===== config.mk =====
export PLATFORM = sky130hd
export DESIGN_NAME = lpcd_top
export DESIGN_NICKNAME = d
export VERILOG_FILES = /design/src/rtl/lpcd_pkg.sv /design/src/rtl/lpcd_rst_sync.sv /design/src/rtl/lpcd_ctrl_reg.sv /design/src/rtl/lpcd_divider.sv /design/src/rtl/lpcd_top.sv
export SDC_FILE = /design/constraint.sdc
export NUM_CORES = 1
export LEC_CHECK = 0
export BUFFER_PORTS_ARGS = -buffer_cell sky130_fd_sc_hd__buf_2
export CAP_MARGIN = 20
export CORE_ASPECT_RATIO = 2
export CORE_UTILIZATION = 55
export DETAILED_ROUTE_END_ITERATION = 6
export GPL_ROUTABILITY_DRIVEN = 0
export GPL_TIMING_DRIVEN = 0
export PLACE_DENSITY = 0.79
export RECOVER_POWER = 100
export SLEW_MARGIN = 40
export SYNTH_ARGS = -nofsm -noshare
export SYNTH_HDL_FRONTEND = slang
export SYNTH_SLANG_ARGS = --single-unit

===== constraint.sdc =====
create_clock -name clk -period 2.8 [get_ports clk]
set_input_delay 0.28 -clock clk [delete_from_list [all_inputs] [get_ports clk]]
set_output_delay 0.28 -clock clk [all_outputs]
set_load 0.02 [all_outputs]

===== src/rtl/lpcd_pkg.sv =====
package lpcd_pkg;
  localparam int WORD_W = 16;
  localparam int PERI_SEL_W = 2;
  localparam int SYS_SEL_W = 3;
  localparam int THR_W = 3;

  typedef struct packed {
    logic                  lock;
    logic [PERI_SEL_W-1:0] sync_div;
    logic [PERI_SEL_W-1:0] baud_div;
    logic [THR_W-1:0]      irq_thr;
    logic                  spare_hi;
    logic [SYS_SEL_W-1:0]  lo_div;
    logic [SYS_SEL_W-1:0]  hi_div;
    logic                  spare_lo;
  } ctrl_t;
endpackage


===== src/rtl/lpcd_rst_sync.sv =====
module lpcd_rst_sync #(
  parameter int STAGES = 2
) (
  input  logic clk,
  input  logic rst_n,
  output logic rst_sync_n
);
  logic [STAGES-1:0] chain_q;
  logic [STAGES-1:0] chain_d;

  always_comb begin
    chain_d = {chain_q[STAGES-2:0], 1'b1};
  end

  always_ff @(posedge clk or negedge rst_n) begin
    if (!rst_n) chain_q <= '0;
    else        chain_q <= chain_d;
  end

  assign rst_sync_n = chain_q[STAGES-1];
endmodule


===== src/rtl/lpcd_ctrl_reg.sv =====
module lpcd_ctrl_reg
  import lpcd_pkg::*;
(
  input  logic              clk,
  input  logic              rst_ni,
  input  logic              reg_wr,
  input  logic              reg_rd,
  input  logic              reg_super,
  input  logic [WORD_W-1:0] reg_wdata,
  output logic [WORD_W-1:0] reg_rdata,
  output ctrl_t             ctrl
);
  ctrl_t ctrl_q;
  ctrl_t ctrl_d;
  logic  wr_en;

  // Writes need supervisor mode and an open lock; the locking write itself passes.
  assign wr_en = reg_wr && reg_super && !ctrl_q.lock;

  always_comb begin
    ctrl_d = ctrl_q;
    if (wr_en) ctrl_d = ctrl_t'(reg_wdata);
  end

  always_ff @(posedge clk or negedge rst_ni) begin
    if (!rst_ni) ctrl_q <= '0;
    else         ctrl_q <= ctrl_d;
  end

  assign reg_rdata = (reg_rd && reg_super) ? WORD_W'(ctrl_q) : '0;
  assign ctrl      = ctrl_q;
endmodule


===== src/rtl/lpcd_divider.sv =====
module lpcd_divider #(
  parameter int SEL_W = 2
) (
  input  logic             clk,
  input  logic             rst_ni,
  input  logic [SEL_W-1:0] sel,
  output logic             ce
);
  localparam int MAX_EXP = 2 * ((1 << SEL_W) - 1);
  localparam int CNT_W   = (MAX_EXP > 0) ? MAX_EXP : 1;

  logic [CNT_W-1:0] cnt_q;
  logic [CNT_W-1:0] cnt_d;
  logic [CNT_W:0]   ratio;
  logic [CNT_W-1:0] reload;
  logic             term;

  // Ratio is 4^sel; the reload is sampled only at the terminal count.
  assign ratio  = (CNT_W+1)'(1) << {sel, 1'b0};
  assign reload = CNT_W'(ratio - (CNT_W+1)'(1));
  assign term   = (cnt_q == '0);

  always_comb begin
    if (term) cnt_d = reload;
    else      cnt_d = cnt_q - CNT_W'(1);
  end

  always_ff @(posedge clk or negedge rst_ni) begin
    if (!rst_ni) cnt_q <= '0;
    else         cnt_q <= cnt_d;
  end

  assign ce = term;
endmodule


===== src/rtl/lpcd_top.sv =====
module lpcd_top
  import lpcd_pkg::*;
(
  input  logic        clk,
  input  logic        rst_n,
  input  logic        reg_wr,
  input  logic        reg_rd,
  input  logic        reg_super,
  input  logic [15:0] reg_wdata,
  output logic [15:0] reg_rdata,
  input  logic        lowpwr_en,
  input  logic [2:0]  irq_level,
  input  logic        irq_active,
  output logic        sync_ce,
  output logic        baud_ce,
  output logic        sys_ce
);
  logic                 rst_sync_n;
  ctrl_t                ctrl_q;
  logic                 use_hi;
  logic [SYS_SEL_W-1:0] sys_sel;

  lpcd_rst_sync #(.STAGES(2)) u_rst (
    .clk(clk), .rst_n(rst_n), .rst_sync_n(rst_sync_n)
  );

  lpcd_ctrl_reg u_reg (
    .clk(clk), .rst_ni(rst_sync_n),
    .reg_wr(reg_wr), .reg_rd(reg_rd), .reg_super(reg_super),
    .reg_wdata(reg_wdata), .reg_rdata(reg_rdata), .ctrl(ctrl_q)
  );

  // High field unless low-power is requested and no interrupt exceeds the threshold.
  always_comb begin
    use_hi  = !lowpwr_en || (irq_active && (irq_level > ctrl_q.irq_thr));
    sys_sel = use_hi ? ctrl_q.hi_div : ctrl_q.lo_div;
  end

  lpcd_divider #(.SEL_W(PERI_SEL_W)) u_sync_div (
    .clk(clk), .rst_ni(rst_sync_n), .sel(ctrl_q.sync_div), .ce(sync_ce)
  );

  lpcd_divider #(.SEL_W(PERI_SEL_W)) u_baud_div (
    .clk(clk), .rst_ni(rst_sync_n), .sel(ctrl_q.baud_div), .ce(baud_ce)
  );

  lpcd_divider #(.SEL_W(SYS_SEL_W)) u_sys_div (
    .clk(clk), .rst_ni(rst_sync_n), .sel(sys_sel), .ce(sys_ce)
  );
endmodule


Yosys cells after proc, flatten, opt, wreduce, memory -nomap -nowiden
Index checks and enable logic that the tools add are counted.

storage, ports and cells
  input port bits = 26
  memories kept = 0
  register bits after elaboration = 44
  bits in writable memories = 0
  word-level logic and storage cells = 37
  bits in latches = 0
  bits in read-only memories = 0
  output and inout port bits = 19

cells by class
  bitwise gates (word level) = 0
  multiply operators = 0
  reduce and logical (&&, ||, !) cells = 10
  add/sub/neg operators = 6
  magnitude comparators = 1
  divide/modulo/power cells = 0
  eq/ne operators = 0
  shift operators = 3
  muxes and demuxes = 5

operator list
  cell                                                                   number
  14-bit by 1-bit subtractor with 14-bit output (second input constant)  2
  6-bit by 1-bit subtractor with 6-bit output (second input constant)    4
  16-bit 2-to-1 mux                                                      1
  14-bit logical NOT                                                     1
  14-bit 2-to-1 mux                                                      1
  1-bit by 4-bit << shifter with 14-bit output (first input constant)    1
  6-bit logical NOT                                                      2
  6-bit 2-to-1 mux                                                       2
  1-bit by 3-bit << shifter with 6-bit output (first input constant)     2
  1-bit logical AND                                                      4
  3-bit > comparator                                                     1
  3-bit 2-to-1 mux                                                       1
  1-bit logical NOT                                                      2
  1-bit logical OR                                                       1

Logic depth before layout (Yosys ltp)
  word-level depth = 7
  gate-level depth with buffers = 14
  gate-level depth less buffers = 13

Cells and area by module
Synthesis repeated with hierarchy kept, for this count alone.

unflattened totals
  cells, all modules = 221
  area total of the unflattened synthesis = 2436.1 um2

modules (own cells, without submodules)
  module                         cells each  times used  sequential area each (um2)  area an instance (um2)
  lpcd_divider (u_sys_div)       88          1           350.3                       842.1
  lpcd_ctrl_reg                  52          1           400.4                       754.5
  lpcd_divider (u_baud_div ...)  28          2           150.1                       300.3
  lpcd_top                       22          1           0.0                         185.2
  lpcd_rst_sync                  3           1           50.0                        53.8

Least setup slack after synthesis
Ideal clock, no wire load.

  path type = register to register
  start point = register u_reg.ctrl[10] (netlist name)
  end point = register u_sys_div.cnt_q[8]
  setup slack = 0.030 ns
  required time = 2.667 ns
  clock period less this slack = 2.770 ns
  path buffers = 1
  library setup time = 0.133 ns
  arrival = 2.637 ns
  stages on the path, launching flop included = 14
  cells stage by stage = dfrtp_1 inv_1 ha_1 nor2_1 a31oi_1 a31o_1 buf_6 mux2_2 a21oi_1 ha_1 nand2_1 or4_4 a31oi_1 o21ai_1

on the way
  cells in the longest elaborated chain, start to end = 7

ends and longest elaborated chain
  what                                           RTL line            RTL
  3-bit > comparator                             lpcd_top.sv:35      use_hi = !lowpwr_en || (irq_active && (irq_level > ctrl_q.irq_thr));
  1-bit logical AND                              lpcd_top.sv:35
  1-bit logical OR                               lpcd_top.sv:35
  3-bit 2-to-1 mux                               lpcd_top.sv:36      sys_sel = use_hi ? ctrl_q.hi_div : ctrl_q.lo_div;
  1-bit by 4-bit << shifter with 14-bit output   lpcd_divider.sv:19  assign ratio = (CNT_W+1)'(1) << {sel, 1'b0};
  14-bit by 1-bit subtractor with 14-bit output  lpcd_divider.sv:20  assign reload = CNT_W'(ratio - (CNT_W+1)'(1));
  14-bit 2-to-1 mux                              lpcd_divider.sv:24  if (term) cnt_d = reload;
  net u_sys_div.cnt_d[8]                         lpcd_divider.sv:13  logic [CNT_W-1:0] cnt_d;
  to (signal assigned)                           lpcd_divider.sv:30  else cnt_q <= cnt_d;
  to (decl)                                      lpcd_divider.sv:12  logic [CNT_W-1:0] cnt_q;

The timed path passes the listed nets, and every way through them passes these cells.
A chain may end at the register's enable or synchronous reset.

Worst setup path in the final report
  start point = register u_reg.ctrl[9] (netlist name)
  end point = register u_sys_div.cnt_q[8]

on the way
  cells in the longest elaborated chain, start to end = 7

ends and longest elaborated chain
  what                                           RTL line
  3-bit > comparator                             lpcd_top.sv:35
  1-bit logical AND                              lpcd_top.sv:35
  1-bit logical OR                               lpcd_top.sv:35
  3-bit 2-to-1 mux                               lpcd_top.sv:36
  1-bit by 4-bit << shifter with 14-bit output   lpcd_divider.sv:19
  14-bit by 1-bit subtractor with 14-bit output  lpcd_divider.sv:20
  14-bit 2-to-1 mux                              lpcd_divider.sv:24
  net u_sys_div.cnt_d[8]                         lpcd_divider.sv:13

The timed path passes the listed nets, and every way through them passes these cells.

==> run summary <==
status = finished, violations left
failing checks = max-capacitance violations, max-slew violations
Synth area leader = dfrtp_1
Cells on Worst Hold Path = 2
vias per std cell = 5.762
WHS Endpoint = u_reg.ctrl[12]
CTS Root Cell = clkbuf_8
Slowest-stage cell, CP = or4_4
first-pass GRT wire length = 8907 um
core area = 4170 um2
CP bufs+invs = 3
power per cell area = 811.7 nW/um2
Max Root-Sink Buffers = 2
Netlist cell types = 42
FP Rows = 33
via count = 2086
largest net degree at the start of global routing = 43
FMAX = 366.5 MHz
GRT Util Overall = 0.2503
PortBufs = 44
H-tree Lvls = 2
Synth Warn # = 0
worst slew pin tran = 1633 ps
RSZ-0062 raised after global routing = yes
FF-to-FF End = u_sys_div.cnt_q[8]
clk_lat worst skew = 290 ps
Mapped Nets = 282
Sink Count = 44
Post-Route Skew = 2.700 ps
Die Area = 4706 um2
nets = 341
Slew headroom = -0.08849
total gr overflow = 0
most used cell, CP = inv_1
Max-cap violations = 1
sequential area share after synthesis = 0.4529
Worst Reg-to-Reg Cells = 13
Worst-path clk slew = 80 ps
crit path kind = flip-flop to flip-flop
Cell Area, Synth = 2431 um2
Power Total = 2380 uW
number of buffers created by CTS = 5
layout cells sized above 1 = 0.2290
Commonest cells post-synth = dfrtp_1 (44), nor2_1 (21), and3_1 (17)
Die Ht = 96.02 um
drc violations = 0
Synth area leaders = dfrtp_1 (45%), mux2_2 (7.4%), and3_1 (4.4%), xnor2_1 (4.0%), nor2_1 (3.2%)
Worst R2R Setup Slack = 70 ps
TritonRoute pass-1 iters = 4
Final Cycle Share = 0.9744
hpwl dp = 3961 um
critical path startpoint category = flip-flop
share of the synthesized area in the top cell type = 0.4529
EDFF count, synth = 0
I/O pins = 45
area delta synth->final = 20.59%
leakage power = 0.001334 uW
setup violators final = 0
post-route antenna net violation count = 0
Hold Vio Cnt, Final = 0
largest delay contributor family on the critical path = compound AO/OA/AOI/OAI gates
fillers = 350
Worst Path Max Fanout = 4
slowest stage delay, CP = 430 ps
Hold Crit Class = primary input to flip-flop
crit-path cells = inv_1 -> ha_4 -> inv_1 -> o21ai_2 -> a31o_1 -> buf_6 -> mux2_4 -> a21oi_2 -> ha_2 -> nand2_2 -> or4_4 -> a31oi_1 -> o21ai_1
Initial Util = 0.5830
minimum clock period = 2728 ps
WL final = 5427 um
Crit. End Element = flip-flop
vias in the first global route = 2102
Die Span X = 49.01 um
top_reg_cell synth = dfrtp_1
#FFs+latches synth = 44
hold_sp = reg_wdata[12]
Worst Path Required = 2970 ps
diode count = 0
register area = 1101 um2
Routed WL per cell = 14.99 um
Fin Setup TNS = 0 ps
initial antenna violation count = 0
Detailed Route Iter0 Violations = 44
WP data arrival = 2900 ps
Slew Limit Fails = 43
most common cell in the netlist = dfrtp_1
r2r startpoint = u_reg.ctrl[9]
FFs w/ async S/R, synth = 1.000
area occupied by multi-input gates = 1285 um2
CTS tree = done
Syn Area/Cell = 9.724 um2
Cells after Synth = 250
Max IR drop VDD = 0.6786 mV
==> worst max-delay path by stage <==
stage,end,start,depth (start not counted)
after global placement,u_sys_div.cnt_q[8],u_reg.ctrl[10],13
final,u_sys_div.cnt_q[8],u_reg.ctrl[9],13
after detailed placement,u_sys_div.cnt_q[8],u_reg.ctrl[10],13
after CTS,u_sys_div.cnt_q[8],u_reg.ctrl[10],13
after global routing,u_sys_div.cnt_q[8],u_reg.ctrl[10],13
after floorplan,u_sys_div.cnt_q[8],u_reg.ctrl[10],13
==> state kept, by name, indices dropped and copies added (netlist names) <==
| name | flops |
|---|---|
| u_baud_div.cnt_q | 6 |
| u_reg.ctrl | 16 |
| u_rst.chain_q | 2 |
| u_sync_div.cnt_q | 6 |
| u_sys_div.cnt_q | 14 |
==> layer usage <==
metal | routed length [um] | global-route usage | vias to the layer above
li1 | - | - | 998
met1 | 1885 | 0.2325 | 1003
met2 | 3138 | 0.4919 | 70
met3 | 225 | 0.03633 | 15
met4 | 178 | 0.1642 | 0
met5 | 0 | 0 | -
==> power by group <==
| group | switching [uW] | internal [uW] |
|---|---|---|
| sequential | 182 | 839 |
| combinational | 473 | 413 |
| clock | 208 | 265 |
==> area by class of cell <==
cell class                      instances  area share
Buffer                                 12     0.01878
Clock buffer                            6     0.02475
Clock inverter                          2     0.01195
Inverter                               16     0.02049
Multi-Input combinational cell        178      0.4383
Sequential cell                        44      0.3756
Tap cell                               52     0.02219
Timing Repair Buffer                   52     0.08792
==> kinds of logic (layout without fill, tap and decap cells) <==
group           Yosys count  in the layout  synth area share
compound gates           29             29           0.07617
xor+xnor                 16             16           0.05764
fa+ha+maj                 6              6           0.03088
buf+inv                  28             88           0.04735
flops                    44             44            0.4529
mux                      23             23            0.1050
other cells               1              1          0.001543
simple gates            103            103            0.2285
==> per-stage QoR <==
stage | cells | setup WS, ps | instance area [um2] | hold WS (ps) | utilization
floorplan | 250 | 29.53 | 2431 | -15.59 | -
global placement | 346 | -178.4 | 2716 | 65.26 | 0.6514
detailed placement | 346 | -201.4 | 2720 | 66.16 | 0.6523
CTS | 359 | 0.6732 | 2880 | 207.1 | 0.6907
global route | 362 | -63.14 | 2932 | 207.3 | 0.7030
finish | 362 | 71.66 | 2932 | 213.6 | 0.7030
==> layout by cell type (no fill, tap or decap), drive strengths merged, types with 2 or more instances in the layout <==
| cell | instances |
|---|---|
| a31oi | 2 |
| mux2i | 6 |
| a31o | 2 |
| nor2 | 21 |
| or3 | 5 |
| and3 | 17 |
| nand2 | 13 |
| nor3 | 14 |
| a21oi | 6 |
| nor4b | 2 |
| ha | 6 |
| inv | 16 |
| o31ai | 2 |
| dfrtp | 44 |
| xnor2 | 11 |
| nor2b | 4 |
| nand3 | 9 |
| clkbuf | 35 |
| nor3b | 3 |
| nand4 | 2 |
| o211ai | 2 |
| a41oi | 2 |
| nor4 | 7 |
| nand3b | 2 |
| o21ai | 9 |
| or4 | 2 |
| buf | 34 |
| mux2 | 17 |
| xor2 | 5 |
==> repair_timing <==
item	4_1_cts	5_1_grt
pin swaps	4	9
hold buffers	1	0
gates resized for setup	4	9
setup buffers	4	3
endpoints found under the setup margin	4	4
endpoints found under the hold margin	2	0
==> worst reg2reg max path, stage by stage, from the launching register on <==
cell and delay [ps]:
dfrtp_1 350, inv_1 70, ha_4 280, inv_1 50, o21ai_2 140, a31o_1 180
buf_6 120, mux2_4 310, a21oi_2 160, ha_2 200, nand2_2 70, or4_4 430
a31oi_1 170, o21ai_1 70
No activity file was read; power rests on OpenSTA's default activity.
